==> src/rtl/amp_mode_pkg.sv <==
package amp_mode_pkg;

  typedef enum logic [2:0] {
    MD_OFF    = 3'd0,
    MD_SLEEP  = 3'd1,
    MD_STBY   = 3'd2,
    MD_RUN    = 3'd3,
    MD_MUTING = 3'd4
  } amp_mode_e;

  localparam logic [1:0] OP_POWER_UP   = 2'd0;
  localparam logic [1:0] OP_POWER_DOWN = 2'd1;
  localparam logic [1:0] OP_ACTIVATE   = 2'd2;

  localparam logic [1:0] ARG_RUN   = 2'd0;
  localparam logic [1:0] ARG_STBY  = 2'd1;
  localparam logic [1:0] ARG_WATCH = 2'd2;
  localparam logic [1:0] ARG_SLEEP = 2'd3;

  typedef struct packed {
    logic      legal;
    amp_mode_e target;
    logic      watch;
  } cmd_verdict_t;

  // Legality table: which command moves which mode where.
  function automatic cmd_verdict_t judge_cmd(amp_mode_e cur, logic [1:0] op,
                                             logic [1:0] arg);
    cmd_verdict_t v;
    v.legal  = 1'b0;
    v.target = cur;
    v.watch  = 1'b0;
    unique case (cur)
      MD_OFF: begin
        if (op == OP_POWER_UP) begin
          v.legal = 1'b1; v.target = MD_SLEEP;
        end
      end
      MD_SLEEP: begin
        if (op == OP_POWER_DOWN) begin
          v.legal = 1'b1; v.target = MD_OFF;
        end else if (op == OP_ACTIVATE) begin
          if (arg == ARG_RUN) begin
            v.legal = 1'b1; v.target = MD_RUN;
          end else if (arg == ARG_STBY) begin
            v.legal = 1'b1; v.target = MD_STBY;
          end else if (arg == ARG_WATCH) begin
            v.legal = 1'b1; v.target = MD_STBY; v.watch = 1'b1;
          end
        end
      end
      MD_STBY: begin
        if (op == OP_POWER_DOWN) begin
          v.legal = 1'b1; v.target = MD_OFF;
        end else if (op == OP_ACTIVATE && arg == ARG_RUN) begin
          v.legal = 1'b1; v.target = MD_RUN;
        end else if (op == OP_ACTIVATE && arg == ARG_SLEEP) begin
          v.legal = 1'b1; v.target = MD_SLEEP;
        end
      end
      MD_RUN: begin
        if (op == OP_POWER_DOWN) begin
          v.legal = 1'b1; v.target = MD_OFF;
        end else if (op == OP_ACTIVATE && arg == ARG_SLEEP) begin
          v.legal = 1'b1; v.target = MD_SLEEP;
        end else if (op == OP_ACTIVATE && arg == ARG_STBY) begin
          v.legal = 1'b1; v.target = MD_MUTING;
        end
      end
      default: v.legal = 1'b0;
    endcase
    return v;
  endfunction

endpackage

==> src/rtl/amp_cmd_judge.sv <==
module amp_cmd_judge
  import amp_mode_pkg::*;
(
  input  logic         clk,
  input  logic         rst_n,
  input  amp_mode_e    cur_mode,
  input  logic         cmd_valid,
  input  logic [1:0]   cmd_op,
  input  logic [1:0]   cmd_arg,
  output cmd_verdict_t verdict
);

  always_comb verdict = judge_cmd(cur_mode, cmd_op, cmd_arg);

  // only Run may start a mute handshake
  p_mute_path_r5: assert property (@(posedge clk) disable iff (!rst_n)
    (cmd_valid && verdict.legal && verdict.target == MD_MUTING) |-> cur_mode == MD_RUN);

  // Off never grants anything but power-up
  p_off_only_pup_r2: assert property (@(posedge clk) disable iff (!rst_n)
    (cur_mode == MD_OFF && cmd_op != OP_POWER_UP) |-> !verdict.legal);

endmodule

==> src/rtl/amp_mute_timer.sv <==
module amp_mute_timer #(
  parameter int TMO_W = 16
) (
  input  logic             clk,
  input  logic             rst_n,
  input  logic             run,
  input  logic             done,
  input  logic [TMO_W-1:0] limit,
  output logic             expire
);

  localparam int CW = TMO_W + 1;

  logic [TMO_W-1:0] cnt_q;

  // True when the cycle now ending is the last one allowed.
  function automatic logic limit_hit(logic [TMO_W-1:0] c, logic [TMO_W-1:0] l);
    logic [CW-1:0] used;
    used = {1'b0, c} + CW'(1);
    return used >= {1'b0, l};
  endfunction

  always_ff @(posedge clk or negedge rst_n) begin
    if (!rst_n)   cnt_q <= '0;
    else if (run) cnt_q <= cnt_q + TMO_W'(1);
    else          cnt_q <= '0;
  end

  assign expire = run && !done && limit_hit(cnt_q, limit);

  // an expiry always ends the wait
  p_expire_exits_r8: assert property (@(posedge clk) disable iff (!rst_n)
    expire |=> !run);

  // mute-done always ends the wait
  p_done_exits_r7: assert property (@(posedge clk) disable iff (!rst_n)
    (run && done) |=> !run);

endmodule

==> src/rtl/amp_out_gate.sv <==
module amp_out_gate
  import amp_mode_pkg::*;
(
  input  amp_mode_e mode,
  input  logic      cfg_clko,
  output logic      amp_en,
  output logic      mute_req,
  output logic      clko_en,
  output logic      tgen_en,
  output logic      reg_wr_ok
);

  logic powered;  // Run, Muting or Standby

  always_comb begin
    powered   = (mode == MD_RUN) || (mode == MD_MUTING) || (mode == MD_STBY);
    amp_en    = (mode == MD_RUN);
    mute_req  = (mode != MD_RUN);
    clko_en   = powered && cfg_clko;
    tgen_en   = (mode == MD_RUN) || (mode == MD_MUTING) ||
                ((mode == MD_STBY) && cfg_clko);
    reg_wr_ok = powered;
  end

endmodule

==> src/rtl/amp_mode_ctrl.sv <==
module amp_mode_ctrl
  import amp_mode_pkg::*;
#(
  parameter int TMO_W = 16
) (
  input  logic             clk,
  input  logic             rst_n,
  input  logic             cmd_valid,
  input  logic [1:0]       cmd_op,
  input  logic [1:0]       cmd_arg,
  input  logic             cfg_clko,
  input  logic             mute_done,
  input  logic [TMO_W-1:0] mute_limit,
  output logic [2:0]       mode_o,
  output logic             cmd_ack,
  output logic             cmd_err,
  output logic             amp_en,
  output logic             mute_req,
  output logic             clko_en,
  output logic             tgen_en,
  output logic             aad_en,
  output logic             reg_wr_ok,
  output logic             mute_tmo_flag
);

  amp_mode_e    mode_q;
  cmd_verdict_t verdict;
  logic         muting;
  logic         mute_expire;
  logic         watch_q, sticky_q, ack_q, err_q;

  assign muting = (mode_q == MD_MUTING);

  amp_cmd_judge u_judge (
    .clk       (clk),
    .rst_n     (rst_n),
    .cur_mode  (mode_q),
    .cmd_valid (cmd_valid),
    .cmd_op    (cmd_op),
    .cmd_arg   (cmd_arg),
    .verdict   (verdict)
  );

  amp_mute_timer #(.TMO_W(TMO_W)) u_timer (
    .clk    (clk),
    .rst_n  (rst_n),
    .run    (muting),
    .done   (mute_done),
    .limit  (mute_limit),
    .expire (mute_expire)
  );

  amp_out_gate u_gate (
    .mode      (mode_q),
    .cfg_clko  (cfg_clko),
    .amp_en    (amp_en),
    .mute_req  (mute_req),
    .clko_en   (clko_en),
    .tgen_en   (tgen_en),
    .reg_wr_ok (reg_wr_ok)
  );

  always_ff @(posedge clk or negedge rst_n) begin
    if (!rst_n) begin
      mode_q   <= MD_OFF;
      watch_q  <= 1'b0;
      sticky_q <= 1'b0;
      ack_q    <= 1'b0;
      err_q    <= 1'b0;
    end else begin
      ack_q <= 1'b0;
      err_q <= 1'b0;
      if (muting) begin
        if (cmd_valid) err_q <= 1'b1;
        if (mute_done || mute_expire) mode_q <= MD_STBY;
        if (mute_expire) sticky_q <= 1'b1;
      end else if (cmd_valid) begin
        if (verdict.legal) begin
          mode_q  <= verdict.target;
          watch_q <= verdict.watch;
          ack_q   <= 1'b1;
        end else begin
          err_q <= 1'b1;
        end
      end
    end
  end

  assign mode_o        = mode_q;
  assign cmd_ack       = ack_q;
  assign cmd_err       = err_q;
  assign aad_en        = watch_q && (mode_q == MD_STBY);
  assign mute_tmo_flag = sticky_q;

  // Run never reaches Standby without passing through Muting
  p_no_direct_stby_r5: assert property (@(posedge clk) disable iff (!rst_n)
    (mode_q == MD_RUN) |=> (mode_q != MD_STBY));

  // at most one verdict pulse per command
  p_one_verdict_r3: assert property (@(posedge clk) disable iff (!rst_n)
    !(cmd_ack && cmd_err));

  // commands during Muting are refused
  p_muting_refuses_r9: assert property (@(posedge clk) disable iff (!rst_n)
    (muting && cmd_valid) |=> cmd_err);

  // the timeout flag never clears outside reset
  p_sticky_holds_r8: assert property (@(posedge clk) disable iff (!rst_n)
    mute_tmo_flag |=> mute_tmo_flag);

  // the activity detector only runs in Standby
  p_watch_in_stby_r13: assert property (@(posedge clk) disable iff (!rst_n)
    aad_en |-> (mode_o == 3'd2));

  // Sleep keeps clock output and timing generator off
  p_sleep_quiet_r11: assert property (@(posedge clk) disable iff (!rst_n)
    (mode_o == 3'd1) |-> (!clko_en && !tgen_en));

endmodule

==> config.mk <==
export PLATFORM = sky130hd
export DESIGN_NAME = amp_mode_ctrl
export DESIGN_NICKNAME = d
export VERILOG_FILES = /design/src/rtl/amp_mode_pkg.sv /design/src/rtl/amp_cmd_judge.sv /design/src/rtl/amp_mute_timer.sv /design/src/rtl/amp_out_gate.sv /design/src/rtl/amp_mode_ctrl.sv
export SDC_FILE = /design/constraint.sdc
export NUM_CORES = 1
export LEC_CHECK = 0
export BUFFER_PORTS_ARGS = -buffer_cell sky130_fd_sc_hd__buf_2
export CORE_ASPECT_RATIO = 0.9
export CORE_MARGIN = 2
export CORE_UTILIZATION = 50
export CTS_CLUSTER_SIZE = 40
export DETAILED_ROUTE_END_ITERATION = 8
export GPL_ROUTABILITY_DRIVEN = 0
export PLACE_DENSITY = 0.77
export SYNTH_ARGS = -nofsm -noshare
export SYNTH_HDL_FRONTEND = slang
export SYNTH_SLANG_ARGS = --single-unit
==> constraint.sdc <==
create_clock -name clk -period 3.4 [get_ports clk]
set_clock_uncertainty 0.15 [all_clocks]
set_input_delay 0.34 -clock clk [delete_from_list [all_inputs] [get_ports clk]]
set_output_delay 0.34 -clock clk [all_outputs]
set_load 0.03 [all_outputs]
**Word-level counts from Yosys, hierarchy flattened**

Index checks and enable logic that the tools add are counted.

- Equal/unequal tests: 16
- Multiplexer cells: 30
- Reduce and logical (&&, ||, !) cells: 22
- $add $sub $neg: 2
- Bitwise logic cells: 1
- Order comparisons: 1

Operators by type and width:

| cell | count |
|---|---|
| $mux 4 | 10 |
| $add 16x1->17 const B | 1 |
| $ge 17x16->1 | 1 |
| $add 16x1->16 const B | 1 |
| $mux 16 | 1 |
| $mux 3 | 4 |
| $pmux 3 s4 | 1 |
| $mux 1 | 11 |
| $mux 5 | 2 |
| $ne 5x1->1 const B | 2 |
| $reduce_and 9->1 | 1 |
| $logic_and 1x1->1 | 8 |
| $eq 2x2->1 const B | 3 |
| $eq 3x2->1 const B | 2 |
| $ne 6x1->1 const B | 1 |
| $reduce_bool 5->1 | 1 |
| $eq 2x1->1 const B | 2 |
| $logic_not 2->1 | 2 |
| $logic_or 1x1->1 | 4 |
| $ne 4x1->1 const B | 1 |
| $pmux 1 s4 | 1 |
| $reduce_bool 2->1 | 2 |
| $eq 3x1->1 const B | 1 |
| $eq 3x3->1 const B | 1 |
| 8 further kinds | 8 |

- Bits in registers: 23
- Input bits: 25
- Word-level logic and storage cells: 78
- Output and inout port bits: 12

**Depth between registers and ports, before layout**

- Depth after elaboration: 10
- Depth in mapped cells: 13
- Gate-level depth less buffers: 13

**By module**

Synthesis repeated with hierarchy kept, for this count alone.

- Cell total of the unflattened synthesis: 198
- Area total of the unflattened synthesis: 1820.5 sq um

By module, submodules not included:

| module | times used | cells an instance | area each (sq um) |
|---|---|---|---|
| amp_mute_timer | 1 | 130 | 1227.4 |
| amp_mode_ctrl | 1 | 23 | 319.1 |
| amp_cmd_judge | 1 | 36 | 225.2 |
| amp_out_gate | 1 | 9 | 48.8 |

**Worst setup path after synthesis**

OpenSTA, ideal clock, no wires.

- Path type: register -> register
- From: register u_timer.cnt_q[0]
- To: register mode_q[0] (netlist: mode_o[0])
- Stages on the path, launching flop included: 14
- Slack: 172 ps
- Required time: 3125 ps
- Clock period less this slack: 3228 ps
- Buffers on the path: 0
- Data arrival time: 2953 ps
- Cells stage by stage: dfrtp_1 > ha_1 > nand3_1 > nor2_1 > nand4_1 > or2_2 > xnor2_1 > ha_1 > nand2_1 > o21ai_1 > and2b_2 > o31ai_1 > o221ai_2 > mux2_4

- Cells in the longest elaborated chain, start to end: 6

Ends and longest elaborated chain:

| item | line | text |
|---|---|---|
| start: declaration | amp_mute_timer.sv:14 | `logic [TMO_W-1:0] cnt_q;` |
| start signal: assignment | amp_mute_timer.sv:25 | `else if (run) cnt_q <= cnt_q + TMO_W'(1);` |
| $add 16x1->17 | amp_mute_timer.sv:19 | `used = {1'b0, c} + CW'(1);` |
| $ge 17x16->1 | amp_mute_timer.sv:20 | `return used >= {1'b0, l};` |
| $logic_and 1x1->1 | amp_mute_timer.sv:29 | `assign expire = run && !done && limit_hit(cnt_q, limit);` |
| $logic_or 1x1->1 | amp_mode_ctrl.sv:75 | `if (mute_done \|\| mute_expire) mode_q <= MD_STBY;` |
| $ne 2x2->1 (no source line) | n/a |  |
| $reduce_and 9->1 (no source line) | n/a |  |
| end signal: assignment | amp_mode_ctrl.sv:79 | `mode_q <= verdict.target;` |
| end: declaration | amp_mode_ctrl.sv:26 | `amp_mode_e mode_q;` |

No other way between the ends.
A chain may end at the register's enable or synchronous reset.

**Worst setup path in the final report**

- From: register u_timer.cnt_q[4]
- To: register mode_q[1] (netlist: mode_o[1])

The elaborated chain is that of the path after synthesis.

==> impl_metrics.yaml <==
routing:
  ant_nets: 0
  drt-wirelength-per-cell_um: 14.19
  dr.pass1.iters: 4
  routed_wl_um: 4116
  drc: 0
  drt-initial-drc-count: 91
  via_count: 1582
  viasPerCell: 5.455
layout:
  drive_gt1_share_pct: 26.83
  num_antenna_cells: 0
  final_cell_mix: "36 x buf_2, 25 x inv_1, 23 x dfrtp_1, 19 x ha_1, 15 x nor2_1"
  layout_commonest_cell: "buf_2"
  area_growth_pct: 20.08
  nNetsFinal: 292
logic_synthesis:
  synthesis.nets: 249
  ys_warn_count: 0
  synth_area_um2: 1807
  synth-seq-cells: 23
  ys_seq_area_share_pct: 31.86
  yosysUniqueCellTypes: 47
  syn_avg_cell_area_um2: 8.857
  syn_inst: 204
sta:
  tightest_slew_ns: 0.6118
  hold_viol: 0
  finalSetupTns_ns: 0
  setup_viol: 0
  maxSlewViolCount: 0
  final.period_utilization_pct: 96.54
  min_period_ns: 3.282
  holdWs_ns: 0.1614
  max_freq_mhz: 304.7
  slew_headroom_pct: 59.21
floorplan:
  die_h_um: 61.03
  design.core.area_um2: 3428
  die-area_um2: 4111
  start_util_pct: 52.70
  core.rowCount: 20
  io_pins: 37
  die_w_um: 67.37
global_route:
  grt_pass1_wl_um: 6354
  track_usage_pct: 20.95
  grt-ovfl-total: 0
  grt_max_degree: 24
  antenna_found_initial: 0
  grt_pass1_vias: 1361
clock_tree:
  h-tree-depth: 1
  clock_tree.root_cell: "clkbuf_8"
  cts.sinks: 23
  clock_latency_ns: 0.27
  cts_tree: "done"
  clk_path_buf_depth: 2
  numCtsBuffers: 3
  clk_pin_slew_worst_paths_ns: 0.08
worst_setup_path:
  start_kind: "flop"
  reg2reg_depth: 12
  worstPathCellList: "nand4_1 > nor2_1 > nand4_1 > nor2_1 > xor2_1 > ha_1 > nand3_1 > nor4_2 > a211oi_2 > o31ai_4 > o221ai_4 > mux2_4"
  r2r_start: "u_timer.cnt_q[4]$_DFF_PN0_"
  worstPathArrival_ns: 3.29
  cp_num_buf_inv: 0
  cp_data_required_time_ns: 3.40
  reg2reg_slack_ns: 0.12
  cp_slowest_cell: "dfrtp_1"
  cpLargestDelayFamily: "simple AND/OR/NAND/NOR gates"
  crit_type: "flop to flop"
  slowest_delay_ns: 0.42
  r2r_end: "mode_o[1]$_DFFE_PN0P_"
  end_kind: "flop"
  cp_max_fo: 5
power:
  p_leak_uw: 0.001164
  vdd_drop_max_mv: 0.3205
  power_density_nw_per_um2: 450.9
placed_design:
  io_buffers: 36
  hpwl_um: 3116
min_path:
  hold_start: "cmd_valid"
  hold_end: "cmd_err$_DFF_PN0_"
  min_path_cells: 3
  min_path_type: "primary input to flop"
flow_run:
  drv_cap: 0
run_status:
  status: "finished clean"
[worst max path at each step]
stage	to	cells after the start	from
final	mode_o[1]$_DFFE_PN0P_	12	u_timer.cnt_q[4]$_DFF_PN0_
after global routing	mode_o[1]$_DFFE_PN0P_	12	u_timer.cnt_q[4]$_DFF_PN0_
after CTS	mode_o[0]$_DFFE_PN0P_	13	u_timer.cnt_q[0]$_DFF_PN0_
after detailed placement	mode_o[0]$_DFFE_PN0P_	13	u_timer.cnt_q[0]$_DFF_PN0_
after global placement	mode_o[1]$_DFFE_PN0P_	13	u_timer.cnt_q[0]$_DFF_PN0_
after floorplan	mode_o[0]$_DFFE_PN0P_	13	u_timer.cnt_q[0]$_DFF_PN0_
[what timing repair did]
item	CTS	global route
pin swaps	0	7
buffers inserted	0	3
hold endpoints to repair	23	0
cloned	0	0
endpoints found under the setup margin	2	3
hold buffers	1	0
gates resized for setup	1	10
[where the power goes]
part / internal, uW / leakage [uW] / total (uW) / switching, uW
clock: 81.8 / 0.0000255 / 168 / 86.6
combinational: 166 / 0.000822 / 450 / 283
sequential: 299 / 0.000316 / 360 / 61.5
total: 547 / 0.00116 / 978 / 431
[worst register-to-register path, delay by kind of cell (launching register included)]
family | cells | cell delay (ns)
xor gates and xnor gates | 1 | 0.20
adders and majority gates | 1 | 0.29
muxes | 1 | 0.32
DFF | 1 | 0.42
AOI/OAI and AO/OA | 3 | 0.74
and+or+nand+nor | 6 | 1.06
[flip-flops by register name (all words and copies together) (netlist names)]
register,cells
cmd_err,1
watch_q,1
u_timer.cnt_q,16
cmd_ack,1
mute_tmo_flag,1
mode_o,3
[cell usage after synthesis, drive strengths merged]
cell,number,share of area (%)
o311ai,1,0.48
a211oi,2,0.83
nand2,11,2.3
o31ai,1,0.42
buf,3,1.3
clkbuf,1,0.21
or4,1,0.42
a21o,1,0.42
inv,25,5.2
dfrtp,23,32
and3,6,2.1
nand2b,4,1.4
and2,2,0.76
mux2i,1,0.55
nand3,8,2.2
a211o,1,0.55
nand4,8,2.8
o21ai,5,1.4
nor4,3,1.0
xnor2,6,2.9
o221ai,2,1.7
o32a,1,0.62
o22ai,2,0.69
ha,20,14
and4,1,0.48
a311oi,1,0.48
nor2,17,4.4
a21oi,13,3.8
mux2,2,1.7
or3,2,0.76
xor2,9,4.4
nor2b,11,3.8
or4b,1,0.55
o21a,1,0.42
and2b,1,0.48
or2,2,0.83
a31oi,2,0.69
a31o,1,0.48
nand3b,2,0.83
[area by class of cell]
type                    instances  area (um2)
clock buffers                   3       41.29
multi-input cells             152        1171
flip-flops and latches         23       575.6
well taps                      44       55.05
fillers                       306        1259
repair buffers                 42       227.7
inverters                      25       93.84
clock inverters                 1       5.005
[cells by family after synthesis]
kind of cell    synth area share, %
flops                         31.86
compound gates                12.95
fa+ha+maj                     13.85
xor+xnor                      7.272
buf+inv                       6.717
simple gates                  25.14
mux                           2.216
[per-stage QoR]
stage | std cells | worst slack (ns) | utilization (%) | total power, uW | instance area [um2]
final | 290 | 0.1176 | 63.28 | 978.3 | 2170
after global routing | 290 | -0.07117 | 63.28 | 1035 | 2170
after CTS | 287 | 0.01667 | 60.99 | 956.5 | 2091
after detailed placement | 282 | -0.04531 | 59.20 | 786.6 | 2029
after global placement | 282 | 0.1399 | 59.20 | 777.6 | 2029
after floorplan | 204 | 0.1716 | - | 678.6 | 1807
[metal layers]
layer,share of wire (%),track usage [%],wire [um],vias up
met5,0,0,0,-
met4,0.80,5.248,33,0
met3,4.5,3.291,184,4
met2,46,31.54,1882,47
met1,49,31.77,2016,733
li1,-,-,-,798
(Power assumes the default switching activity.)
